[config.mk]
export PLATFORM = sky130hd
export DESIGN_NAME = rs_synd_calc
export DESIGN_NICKNAME = d
export VERILOG_FILES = /design/src/rtl/rs_synd_pkg.sv /design/src/rtl/rs_synd_rate_tab.sv /design/src/rtl/rs_synd_cell.sv /design/src/rtl/rs_synd_ctrl.sv /design/src/rtl/rs_synd_calc.sv
export SDC_FILE = /design/constraint.sdc
export NUM_CORES = 1
export LEC_CHECK = 0
export BUFFER_PORTS_ARGS = -buffer_cell sky130_fd_sc_hd__buf_4
export CAP_MARGIN = 0
export CELL_PAD_IN_SITES_DETAIL_PLACEMENT = 2
export CELL_PAD_IN_SITES_GLOBAL_PLACEMENT = 2
export CORE_UTILIZATION = 36
export CTS_CLUSTER_DIAMETER = 40
export DETAILED_ROUTE_END_ITERATION = 8
export GPL_TIMING_DRIVEN = 0
export MAX_ROUTING_LAYER = met4
export PLACE_DENSITY = 0.92
export SLEW_MARGIN = 40
export SYNTH_ARGS = -nofsm -noshare
export SYNTH_HDL_FRONTEND = slang
export SYNTH_SLANG_ARGS = --single-unit
[constraint.sdc]
create_clock -name clk_i -period 2.55 [get_ports clk_i]
set_clock_uncertainty 0.05 [all_clocks]
set_input_delay 0.3825 -clock clk_i [delete_from_list [all_inputs] [get_ports clk_i]]
set_output_delay 0.3825 -clock clk_i [all_outputs]
set_load 0.1 [all_outputs]
[src/rtl/rs_synd_pkg.sv]
package rs_synd_pkg;
  localparam int SYM_W  = 8;
  localparam int NSYN   = 16;
  localparam int RATE_W = 3;
  localparam int CNT_W  = 7;
  localparam logic [SYM_W-1:0] POLY_LO = 8'h1D;  // x^8 folded back

  function automatic logic [SYM_W-1:0] gf_mul(input logic [SYM_W-1:0] a,
                                               input logic [SYM_W-1:0] b);
    logic [SYM_W-1:0] p, x;
    p = '0;
    x = a;
    for (int k = 0; k < SYM_W; k++) begin
      if (b[k]) p = p ^ x;
      x = {x[SYM_W-2:0], 1'b0} ^ (x[SYM_W-1] ? POLY_LO : '0);
    end
    return p;
  endfunction

  function automatic logic [SYM_W-1:0] gf_alpha_pow(input int e);
    logic [SYM_W-1:0] r;
    r = 8'h01;
    for (int k = 0; k < e; k++) r = gf_mul(r, 8'h02);
    return r;
  endfunction
endpackage

[src/rtl/rs_synd_rate_tab.sv]
module rs_synd_rate_tab
  import rs_synd_pkg::*;
(
  input  logic [RATE_W-1:0] rate_i,
  output logic [CNT_W-1:0]  len_o,
  output logic [CNT_W-1:0]  pad_o,
  output logic              ok_o
);
  always_comb begin
    ok_o  = 1'b1;
    len_o = '0;
    pad_o = '0;
    unique case (rate_i)
      3'd0: begin len_o = 7'd32;  pad_o = 7'd8;  end
      3'd1: begin len_o = 7'd40;  pad_o = 7'd12; end
      3'd2: begin len_o = 7'd64;  pad_o = 7'd0;  end
      3'd3: begin len_o = 7'd80;  pad_o = 7'd8;  end
      3'd4: begin len_o = 7'd108; pad_o = 7'd4;  end
      3'd5: begin len_o = 7'd120; pad_o = 7'd4;  end
      default: ok_o = 1'b0;
    endcase
  end
endmodule

[src/rtl/rs_synd_cell.sv]
module rs_synd_cell
  import rs_synd_pkg::*;
#(
  parameter int IDX = 0
) (
  input  logic             clk_i,
  input  logic             rst_ni,
  input  logic             clr_i,
  input  logic             en_i,
  input  logic [SYM_W-1:0] sym_i,
  output logic [SYM_W-1:0] s_o
);
  localparam logic [SYM_W-1:0] ROOT = gf_alpha_pow(IDX);

  logic [SYM_W-1:0] s_q;

  // Horner step: S <- S*alpha^IDX + r
  always_ff @(posedge clk_i or negedge rst_ni) begin
    if (!rst_ni)    s_q <= '0;
    else if (clr_i) s_q <= '0;
    else if (en_i)  s_q <= gf_mul(s_q, ROOT) ^ sym_i;
  end

  assign s_o = s_q;
endmodule

[src/rtl/rs_synd_ctrl.sv]
module rs_synd_ctrl
  import rs_synd_pkg::*;
(
  input  logic             clk_i,
  input  logic             rst_ni,
  input  logic             rdy_i,
  input  logic             ok_i,
  input  logic [CNT_W-1:0] len_i,
  input  logic [CNT_W-1:0] pad_i,
  input  logic             valid_i,
  input  logic             ack_i,
  output logic             clr_o,
  output logic             step_o,
  output logic             zero_o,
  output logic             done_o,
  output logic             hold_o,
  output logic             idle_o
);
  typedef enum logic [1:0] {ST_IDLE, ST_RECV, ST_PAD, ST_HOLD} state_e;

  state_e           state_q;
  logic [CNT_W-1:0] cnt_q, len_q, pad_q;
  logic             done_q;

  assign idle_o = (state_q == ST_IDLE);
  assign hold_o = (state_q == ST_HOLD);
  assign clr_o  = idle_o && rdy_i && ok_i;
  assign zero_o = (state_q == ST_PAD);
  assign step_o = ((state_q == ST_RECV) && valid_i) || zero_o;
  assign done_o = done_q;

  always_ff @(posedge clk_i or negedge rst_ni) begin
    if (!rst_ni) begin
      state_q <= ST_IDLE;
      cnt_q   <= '0;
      len_q   <= '0;
      pad_q   <= '0;
      done_q  <= 1'b0;
    end else begin
      done_q <= 1'b0;
      unique case (state_q)
        ST_IDLE: if (clr_o) begin
          len_q   <= len_i;
          pad_q   <= pad_i;
          cnt_q   <= '0;
          state_q <= ST_RECV;
        end
        ST_RECV: if (valid_i) begin
          if (cnt_q == len_q - 7'd1) begin
            cnt_q <= '0;
            if (pad_q == '0) begin
              state_q <= ST_HOLD;
              done_q  <= 1'b1;
            end else begin
              state_q <= ST_PAD;
            end
          end else begin
            cnt_q <= cnt_q + 7'd1;
          end
        end
        ST_PAD: begin
          if (cnt_q == pad_q - 7'd1) begin
            state_q <= ST_HOLD;
            done_q  <= 1'b1;
          end else begin
            cnt_q <= cnt_q + 7'd1;
          end
        end
        ST_HOLD: if (ack_i) state_q <= ST_IDLE;
        default: state_q <= ST_IDLE;
      endcase
    end
  end
endmodule

[src/rtl/rs_synd_calc.sv]
module rs_synd_calc
  import rs_synd_pkg::*;
(
  input  logic                  clk_i,
  input  logic                  rst_ni,
  input  logic                  rdy_i,
  input  logic [RATE_W-1:0]     rate_id_i,
  input  logic                  data_valid_i,
  input  logic [SYM_W-1:0]      data_i,
  input  logic                  ack_i,
  output logic                  done_o,
  output logic                  err_o,
  output logic [NSYN*SYM_W-1:0] syndromes_o
);
  logic [CNT_W-1:0] len_w, pad_w;
  logic             ok_w, clr_w, step_w, zero_w, hold_w, idle_w;
  logic [SYM_W-1:0] sym_w;

  rs_synd_rate_tab u_tab (
    .rate_i(rate_id_i),
    .len_o (len_w),
    .pad_o (pad_w),
    .ok_o  (ok_w)
  );

  rs_synd_ctrl u_ctrl (
    .clk_i  (clk_i),
    .rst_ni (rst_ni),
    .rdy_i  (rdy_i),
    .ok_i   (ok_w),
    .len_i  (len_w),
    .pad_i  (pad_w),
    .valid_i(data_valid_i),
    .ack_i  (ack_i),
    .clr_o  (clr_w),
    .step_o (step_w),
    .zero_o (zero_w),
    .done_o (done_o),
    .hold_o (hold_w),
    .idle_o (idle_w)
  );

  // punctured positions enter as zero symbols
  assign sym_w = zero_w ? '0 : data_i;

  for (genvar g = 0; g < NSYN; g++) begin : g_cell
    rs_synd_cell #(.IDX(g)) u_cell (
      .clk_i (clk_i),
      .rst_ni(rst_ni),
      .clr_i (clr_w),
      .en_i  (step_w),
      .sym_i (sym_w),
      .s_o   (syndromes_o[g*SYM_W +: SYM_W])
    );
  end

  assign err_o = hold_w && (syndromes_o != '0);
endmodule

# Word-level counts from Yosys, hierarchy flattened
# Cells that the tools add are included.
[word_totals] register_bits=152 wordCells=373 input_bits=16
[op_classes] bitwise_logic=112 mux=204 reduce_logical=17 n_addsub=3 n_eq_ne=16
[ops] cell="XOR 8 bit" count=112
[ops] cell="two-way mux 8 bit" count=111
[ops] cell="two-way mux 5 bit" count=73
[ops] cell="nonzero test 128 bit" count=1
[ops] cell="one-hot mux 7 bit (6 select lines)" count=1
[ops] cell="two-way mux 7 bit" count=4
[ops] cell="one-hot mux 7 bit (3 select lines)" count=1
[ops] cell="equality test 7 bit" count=2
[ops] cell="subtractor 7 x 1 -> 7 bit (second input constant)" count=2
[ops] cell="inequality test 2 bit (second input constant)" count=6
[ops] cell="one-hot mux 4 bit (3 select lines)" count=1
[ops] cell="two-way mux 2 bit" count=5
[ops] cell="one-hot mux 2 bit (4 select lines)" count=1
[ops] cell="adder 7 x 1 -> 7 bit (second input constant)" count=1
[ops] cell="zero test 7 bit" count=1
[ops] cell="equality test 3 x 2 -> 1 bit (second input constant)" count=2
[ops] cell="equality test 3 bit (second input constant)" count=2
[ops] cell="two-way mux 1 bit" count=6
[ops] cell="OR reduction 6 bit" count=1
[ops] cell="AND reduction 5 bit" count=1
[ops] cell="equality test 2 bit (second input constant)" count=2
[ops] cell="logical AND 1 bit" count=4
[ops] cell="AND reduction 4 bit" count=1
[ops] cell="OR reduction 2 bit" count=2
[ops] cell="other kinds (9)" count=9

# Logic depth before layout (Yosys ltp)
# Gate-level depths: netlist of run 1.
[depth] ltp_word=22 ltp_mapped=10

# By module
# Synthesis of run 1 repeated with hierarchy kept, for this count alone.
[hier_totals] cells_unflattened=1013 area_unflattened_um2=10478.8
[by_module_without_submodules] mod="rs_synd_ctrl" n_inst=1 seq_area_each_um2=600.6 area_per_inst_um2=1691.6 cells_each=161
[by_module_without_submodules] mod="rs_synd_cell (g_cell[15].u_cell)" n_inst=1 seq_area_each_um2=200.2 area_per_inst_um2=585.6 cells_each=57
[by_module_without_submodules] mod="rs_synd_cell (g_cell[13].u_cell)" n_inst=1 seq_area_each_um2=200.2 area_per_inst_um2=575.6 cells_each=53
[by_module_without_submodules] mod="rs_synd_cell (g_cell[7].u_cell)" n_inst=1 seq_area_each_um2=200.2 area_per_inst_um2=568.0 cells_each=54
[by_module_without_submodules] mod="rs_synd_cell (g_cell[12].u_cell)" n_inst=1 seq_area_each_um2=200.2 area_per_inst_um2=561.8 cells_each=54
[by_module_without_submodules] mod="rs_synd_cell (g_cell[6].u_cell)" n_inst=1 seq_area_each_um2=200.2 area_per_inst_um2=560.5 cells_each=54
[by_module_without_submodules] mod="rs_synd_cell (g_cell[10].u_cell)" n_inst=1 seq_area_each_um2=200.2 area_per_inst_um2=556.8 cells_each=51
[by_module_without_submodules] mod="rs_synd_cell (g_cell[9].u_cell)" n_inst=1 seq_area_each_um2=200.2 area_per_inst_um2=555.5 cells_each=49
[by_module_without_submodules] mod="rs_synd_cell (g_cell[8].u_cell)" n_inst=1 seq_area_each_um2=200.2 area_per_inst_um2=554.3 cells_each=53
[by_module_without_submodules] mod="rs_synd_cell (g_cell[11].u_cell)" n_inst=1 seq_area_each_um2=200.2 area_per_inst_um2=540.5 cells_each=51
[by_module_without_submodules] mod="rs_synd_cell (g_cell[14].u_cell)" n_inst=1 seq_area_each_um2=200.2 area_per_inst_um2=538.0 cells_each=52
[by_module_without_submodules] mod="rs_synd_cell (g_cell[5].u_cell)" n_inst=1 seq_area_each_um2=200.2 area_per_inst_um2=524.3 cells_each=49
[by_module_without_submodules] mod="rs_synd_cell (g_cell[4].u_cell)" n_inst=1 seq_area_each_um2=200.2 area_per_inst_um2=491.7 cells_each=48
[by_module_without_submodules] mod="rs_synd_cell (g_cell[3].u_cell)" n_inst=1 seq_area_each_um2=200.2 area_per_inst_um2=488.0 cells_each=44
[by_module_without_submodules] mod="+5 rows"

# Worst setup path before layout of run 1
# Ideal clock, no wire load.
[synth_path] path_type="register -> output" start="register g_cell[13].u_cell.s_q[6]" end="output port err_o" setup_slack_ns=-1.740 arrival_time_ns=3.858 path_stages_with_launch=9 n_path_buf=1 path_cell_list="dfrtp_1 > clkbuf_1 > inv_1 > ha_1 > nand2_1 > nor3_1 > nand4_1 > nor4_1 > a21boi_0"
[synth_between] elab_chain_cells=2
[synth_rtl] element="start, declared" line_no="rs_synd_cell.sv:15" source="logic [SYM_W-1:0] s_q;"
[synth_rtl] element="start signal, assigned" line_no="rs_synd_cell.sv:21" source="else if (en_i) s_q <= gf_mul(s_q, ROOT) ^ sym_i;"
[synth_rtl] element="nonzero test 128 bit" line_no="rs_synd_calc.sv:57" source="assign err_o = hold_w && (syndromes_o != '0);"
[synth_rtl] element="logical AND 1 bit" line_no="rs_synd_calc.sv:57"
[synth_rtl] element="end, declared" line_no="rs_synd_calc.sv:12" source="output logic err_o,"
# Every way passes these cells.

# Final worst setup path of run 1
[layout_path] start="register g_cell[15].u_cell.s_q[7]" end="output port err_o"
[layout_between] elab_chain_cells=2
[layout_rtl] element="start, declared" line_no="rs_synd_cell.sv:15"
[layout_rtl] element="start signal, assigned" line_no="rs_synd_cell.sv:21"
[layout_rtl] element="nonzero test 128 bit" line_no="rs_synd_calc.sv:57"
[layout_rtl] element="logical AND 1 bit" line_no="rs_synd_calc.sv:57"
# Every way passes these cells.

==> flow_summary.toml, run 1 <==
[drt]
drt_first_iter_violations = 957
drc = 9
firstDrtPassIters = 9
totalWireLength_mm = 53.5
wl_per_cell_um = 34.5
avgViaCountPerCell = 6.21
vias = 9623
ant_nets = 0

[clocking]
clk_latency_ns = 0.47
tritoncts = "done"
clkSlewWorstSetupHoldPaths_ns = 0.07
clockBufferDepth = 2
clock_tree.root_cell = "clkbuf_16"
cts_sinks = 145
cts_inserted_buffers = 17
htree_num_levels = 4

[finish]
antenna_cells = 0
drive_gt1_share_pct = 31.3
syn2layout_area_growth_pct = 31.7
nets = 1236

[yosys]
synthTopCellsByArea = "dfrtp_1 (37%), xnor2_1 (20%), xor2_1 (7.6%)"
syn_inst = 1031
yosys_warnings = 0
synth_cell_type_count = 53
synth-seq-cells = 145
syn_nets = 1064
mappedNetlistArea_um2 = 9690
synth_seq_area_share_pct = 37.5
synth_top_area_share_pct = 37.5
avgSynthCellArea_um2 = 9.40
yosys.area.top_type = "dfrtp_1"
async_reset_ff_share_pct = 100
synth_edf_count = 0
ys.flop_type = "dfrtp_1"

[setup_path]
worstReg2RegEnd = "g_cell[4].u_cell.s_o[6]$_DFFE_PN0P_"
cp-startpoint = "g_cell[15].u_cell.s_o[7]$_DFFE_PN0P_"
worstPathMaxFanout = 2
rr_startpoint = "u_ctrl.state_q[1]$_DFFE_PN0P_"
crit_arrival_ns = 2.44
crit_required_ns = 2.12
startpoint_type = "flip-flop"
rrSetupSlack_ns = -0.13
path_cells = "inv_2 > ha_4 > nand2_4 > nor3_4 > nand4_1 > nor4_4 > a21boi_4 > buf_12"
worst_path_max_delay_cell = "dfrtp_2"
r2r_cells = 7
cp_num_buf_inv = 2
end_kind = "output pin"
worstSetupPathType = "flip-flop to output pin"
critical_path.max_stage_delay_ns = 0.45
crit_family = "simple AND/OR/NAND/NOR gates"

[min_path]
hold_end = "u_ctrl.len_q[5]$_DFFE_PN0P_"
whs_path_depth = 2
hold_start = "rate_id_i[1]"
hp-class = "input pin to flip-flop"

[grt]
grt_usage_pct = 37.0
overflow = 0
antenna_found_initial = 0
grt_pass1_wl_mm = 72.1
grt_max_degree = 56
grt_pass1_vias = 10600

[timing]
grt_setup_unrepaired = "yes"
fin_ws_ns = -0.325
worst_slew_pin_slew_ns = 0.892
setup_viol = 51
fmax_mhz = 348
slew_viol_final = 0
hold_ws_ns = 0.154
layout_min_cycle_time_ns = 2.87
slew_headroom_pct = 40.5
post-route-period-util_pct = 113
final_hold_viol_count = 0

[die]
initial_utilization_pct = 37.0
die_y_um = 166
die_w_um = 166
design.die.area_um2 = 27600
rows = 59
core_um2 = 26200
io-pin-count = 146

[placement]
dp_hpwl_mm = 30.5
pre_cts_ws_ns = -0.440
gp_congestion = 0.883
port_buffers = 143

[status]
status = "finished with violations"
violations = "design-rule violations, negative setup slack"

[flow_run]
cap_violations = 0
## kinds of logic (layout without fill, tap and decap cells)
family,count (synthesis),after routing,synth area share [%]
flops,145,145,37.5
buf+inv,117,301,5.27
simple gates,276,276,13.3
compound gates,157,157,10.6
mux,1,1,0.116
fa+ha+maj,17,17,2.20
xor+xnor,318,318,31.0
## layout make-up
cell class	count	area, um2
repair buffers	183	1440
flip-flops and latches	145	3680
clock buffers	18	439
fillers	2661	13500
clock inverters	13	161
multi-input cells	769	6050
plain buffers	60	458
well taps	335	419
inverters	27	106
## cells in the mapped netlist, types with 27 or more instances
| cell type | count |
|---|---|
| inv_1 | 27 |
| a21oi_1 | 51 |
| buf_2 | 32 |
| nor4_1 | 28 |
| dfrtp_1 | 145 |
| xnor2_1 | 218 |
| a211oi_1 | 51 |
| nor2_1 | 102 |
| nand2_1 | 73 |
| o21ai_0 | 31 |
| clkbuf_1 | 46 |
| xor2_1 | 84 |
## state kept, by name, indices dropped and copies added, names as in the netlist
name / cells
g_cell.u_cell.s_o: 128
u_ctrl.len_q: 5
u_ctrl.cnt_q: 7
u_ctrl.pad_q: 2
u_ctrl.state_q: 2
u_ctrl.done_o: 1
## layout by cell type, fill, tap and decap left out, drive strengths merged, types with 4 or more instances in the layout
cell,synthesis,routed
ha,17,17
nand2,73,73
inv,27,28
nor2b,10,10
clkinvlp,0,4
buf,43,222
nor2,102,102
xnor2,218,218
xor2,84,84
clkinv,0,5
clkbuf,47,38
nor3,14,14
or3,25,25
nor4,28,28
o21ai,32,32
a21oi,51,51
xnor3,15,15
dfrtp,145,145
nor4b,4,4
a211oi,52,52
nand4,8,8
## layer usage
metal,global-route usage (%),part of all wire (%)
met1,41.2,37
met2,59.1,48
met3,9.01,7.5
met4,24.8,6.8
met5,-,0
## metrics by stage
step | instance area, um2 | TNS [ns] | utilization (%) | instances
final | 12800 | -3.10 | 48.7 | 1550
after global routing | 12800 | -7.31 | 48.7 | 1550
after CTS | 12400 | -0.132 | 47.2 | 1532
after detailed placement | 11300 | -21.85 | 43.0 | 1511
after global placement | 11200 | -17.97 | 42.8 | 1509
after floorplan | 9720 | 0 | - | 1031
## how the worst max path moves through the flow
stage,endpoint,depth (start not counted)
3_3_place_gp,err_o,6
4_1_cts,err_o,5
2_1_floorplan,err_o,5
6_report,err_o,8
3_5_place_dp,err_o,6
5_1_grt,err_o,8
## timing repair
item                       in CTS  in global routing
pin swaps                      21                 18
buffers inserted               15                 22
hold buffers                    1                  0
hold endpoints to repair       41                  0
gates resized for setup       122                 67
setup endpoints to repair     123                 77
Power of run 1 is not shown: default switching activity piles up to over one toggle a cycle in this logic, so the estimate is an artifact.
==> inputs of run 2 (changes only) <==
Settings changed: CORE_ASPECT_RATIO set to 1.1.
==> run 2 against run 1 <==
Compared with the run above: the flow finishes with violations (negative setup slack); non-clock buffer count fell by 9; cell count increased by 0.58%; critical path depth shrank 3; die area about the same; via count is 0.39% lower; setup slack worse by 0.0060 ns; sequential share of layout area up 0.057 points; critical path type unchanged.
==> flow_summary.toml, run 2 (synthesis gave the netlist of run 1 again) <==
[status]
status = "finished with violations"
violations = "negative setup slack"

[grt]
grt_max_degree = 61
overflow = 0
grt_pass1_wl_mm = 74.4
antenna_found_initial = 0
grt_usage_pct = 39.2
grt_pass1_vias = 10600

[finish]
final_cell_mix = "xnor2_1 (214), buf_4 (176), dfrtp_1 (104)"
syn2layout_area_growth_pct = 31.3
antenna_cells = 0
drive_gt1_share_pct = 31.1
largest_reg_flops = 128
nets = 1227
final_common_cell = "xnor2_1"
fin_cells = 1559

[drt]
ant_nets = 0
wl_per_cell_um = 33.1
avgViaCountPerCell = 6.15
vias = 9585
drt_first_iter_violations = 865
firstDrtPassIters = 4
drc = 0
totalWireLength_mm = 51.6

[setup_path]
rrSetupSlack_ns = -0.01
end_kind = "output pin"
crit_required_ns = 2.12
r2r_cells = 9
cp-startpoint = "g_cell[1].u_cell.s_o[7]$_DFFE_PN0P_"
crit_arrival_ns = 2.45
worstReg2RegEnd = "g_cell[3].u_cell.s_o[5]$_DFFE_PN0P_"
crit_path_end = "err_o"
rr_startpoint = "u_ctrl.state_q[1]$_DFFE_PN0P_"
crit_top_cell = "nor4_4"
critical_path.max_stage_delay_ns = 0.49
worst_path_max_delay_cell = "nor4_4"
startpoint_type = "flip-flop"
worstPathMaxFanout = 2
path_cells = "nor4_4 > nand4_1 > nor4_4 > a21boi_4 > buf_12"
worstSetupPathType = "flip-flop to output pin"

[die]
design.die.area_um2 = 27600
core_um2 = 26300
initial_utilization_pct = 36.8
io-pin-count = 146
die_y_um = 174
rows = 62
die_w_um = 158

[timing]
fin_ws_ns = -0.331
layout_min_cycle_time_ns = 2.88
final_hold_viol_count = 0
grt_setup_unrepaired = "yes"
slew_headroom_pct = 58.6
slew_viol_final = 0
post-route-period-util_pct = 113
setup_viol = 2
fmax_mhz = 347
worst_slew_pin_slew_ns = 0.619
hold_ws_ns = 0.210

[placement]
gp_congestion = 0.870
port_buffers = 143
dp_hpwl_mm = 31.5
post-place-cells = 1528

[clocking]
cts_inserted_buffers = 17
tritoncts = "done"
clkSlewWorstSetupHoldPaths_ns = 0.07
clk_latency_ns = 0.46
clock_tree.root_cell = "clkbuf_16"
cts_sinks = 145
htree_num_levels = 4
clockBufferDepth = 2

[flow_run]
cap_violations = 0

[min_path]
hp-class = "input pin to flip-flop"
-- run 2: cell types whose count changed in the layout (fill, tap and decap cells not counted), moves of 3 or more --
cell | before | now
buf_4 | 194 | 176
clkbuf_2 | 8 | 16
clkbuf_1 | 8 | 4
clkbuf_4 | 4 | 8
inv_2 | 6 | 10
inv_6 | 1 | 5
clkinv_2 | 3 | 0
nor4_4 | 15 | 12
-- run 2: layer usage --
layer | up-vias | part of all wire [%] | global-route usage (%)
met5 | - | 0 | -
met4 | 0 | 7.4 | 25.9
met3 | 299 | 7.8 | 8.68
met2 | 661 | 48 | 62.0
met1 | 4876 | 36 | 44.0
li1 | 3749 | - | -
-- run 2: how the worst min path moves through the flow --
stage | startpoint | end | slack (ns) | cells after the start
final | rate_id_i[0] | u_ctrl.len_q[4]$_DFFE_PN0P_ | 0.21 | 3
after floorplan | rst_ni | g_cell[0].u_cell.s_o[0]$_DFFE_PN0P_ | 0.04 | 0
after global placement | u_ctrl.cnt_q[1]$_DFFE_PN0P_ | u_ctrl.cnt_q[1]$_DFFE_PN0P_ | 0.44 | 2
after detailed placement | rst_ni | g_cell[1].u_cell.s_o[4]$_DFFE_PN0P_ | 0.31 | 1
after global routing | rate_id_i[2] | u_ctrl.len_q[6]$_DFFE_PN0P_ | 0.21 | 3
after CTS | rate_id_i[2] | u_ctrl.len_q[6]$_DFFE_PN0P_ | 0.19 | 3
-- run 2: critical path, delay by kind of cell (launching register included) --
kind | cells | cell delay (ns)
and+or+nand+nor | 3 | 1.19
DFF | 1 | 0.47
AOI/OAI and AO/OA | 1 | 0.12
buffers and inverters | 1 | 0.19
-- run 2: timing repair --
| item | 4_1_cts | 5_1_grt |
|---|---|---|
| resized for setup | 121 | 68 |
| hold endpoints to repair | 59 | 0 |
| pin swaps | 21 | 18 |
| endpoints found under the setup margin | 127 | 119 |
| hold buffers | 1 | 0 |
| buffers inserted | 19 | 9 |
-- run 2: area by class of cell --
type / count / area (um2)
buffer: 60 / 459
clock inverter: 14 / 203
inverter: 27 / 101
clock buffer: 18 / 429
fill: 2702 / 13600
tap: 352 / 440
multi-input combinational: 769 / 6040
timing repair buffer: 174 / 1370
sequential: 145 / 3680
-- run 2: stage by stage --
stage | setup slack, ns | instance area [um2] | setup TNS (ns) | utilization (%)
3_5_place_dp | -0.588 | 11300 | -27.77 | 43.0
2_1_floorplan | 0.0100 | 9720 | 0 | -
4_1_cts | -0.202 | 12500 | -0.202 | 47.4
6_report | -0.331 | 12700 | -0.341 | 48.4
5_1_grt | -0.351 | 12700 | -0.768 | 48.4
3_3_place_gp | -0.510 | 11200 | -18.88 | 42.7
Power of run 2 is left out for the same reason.
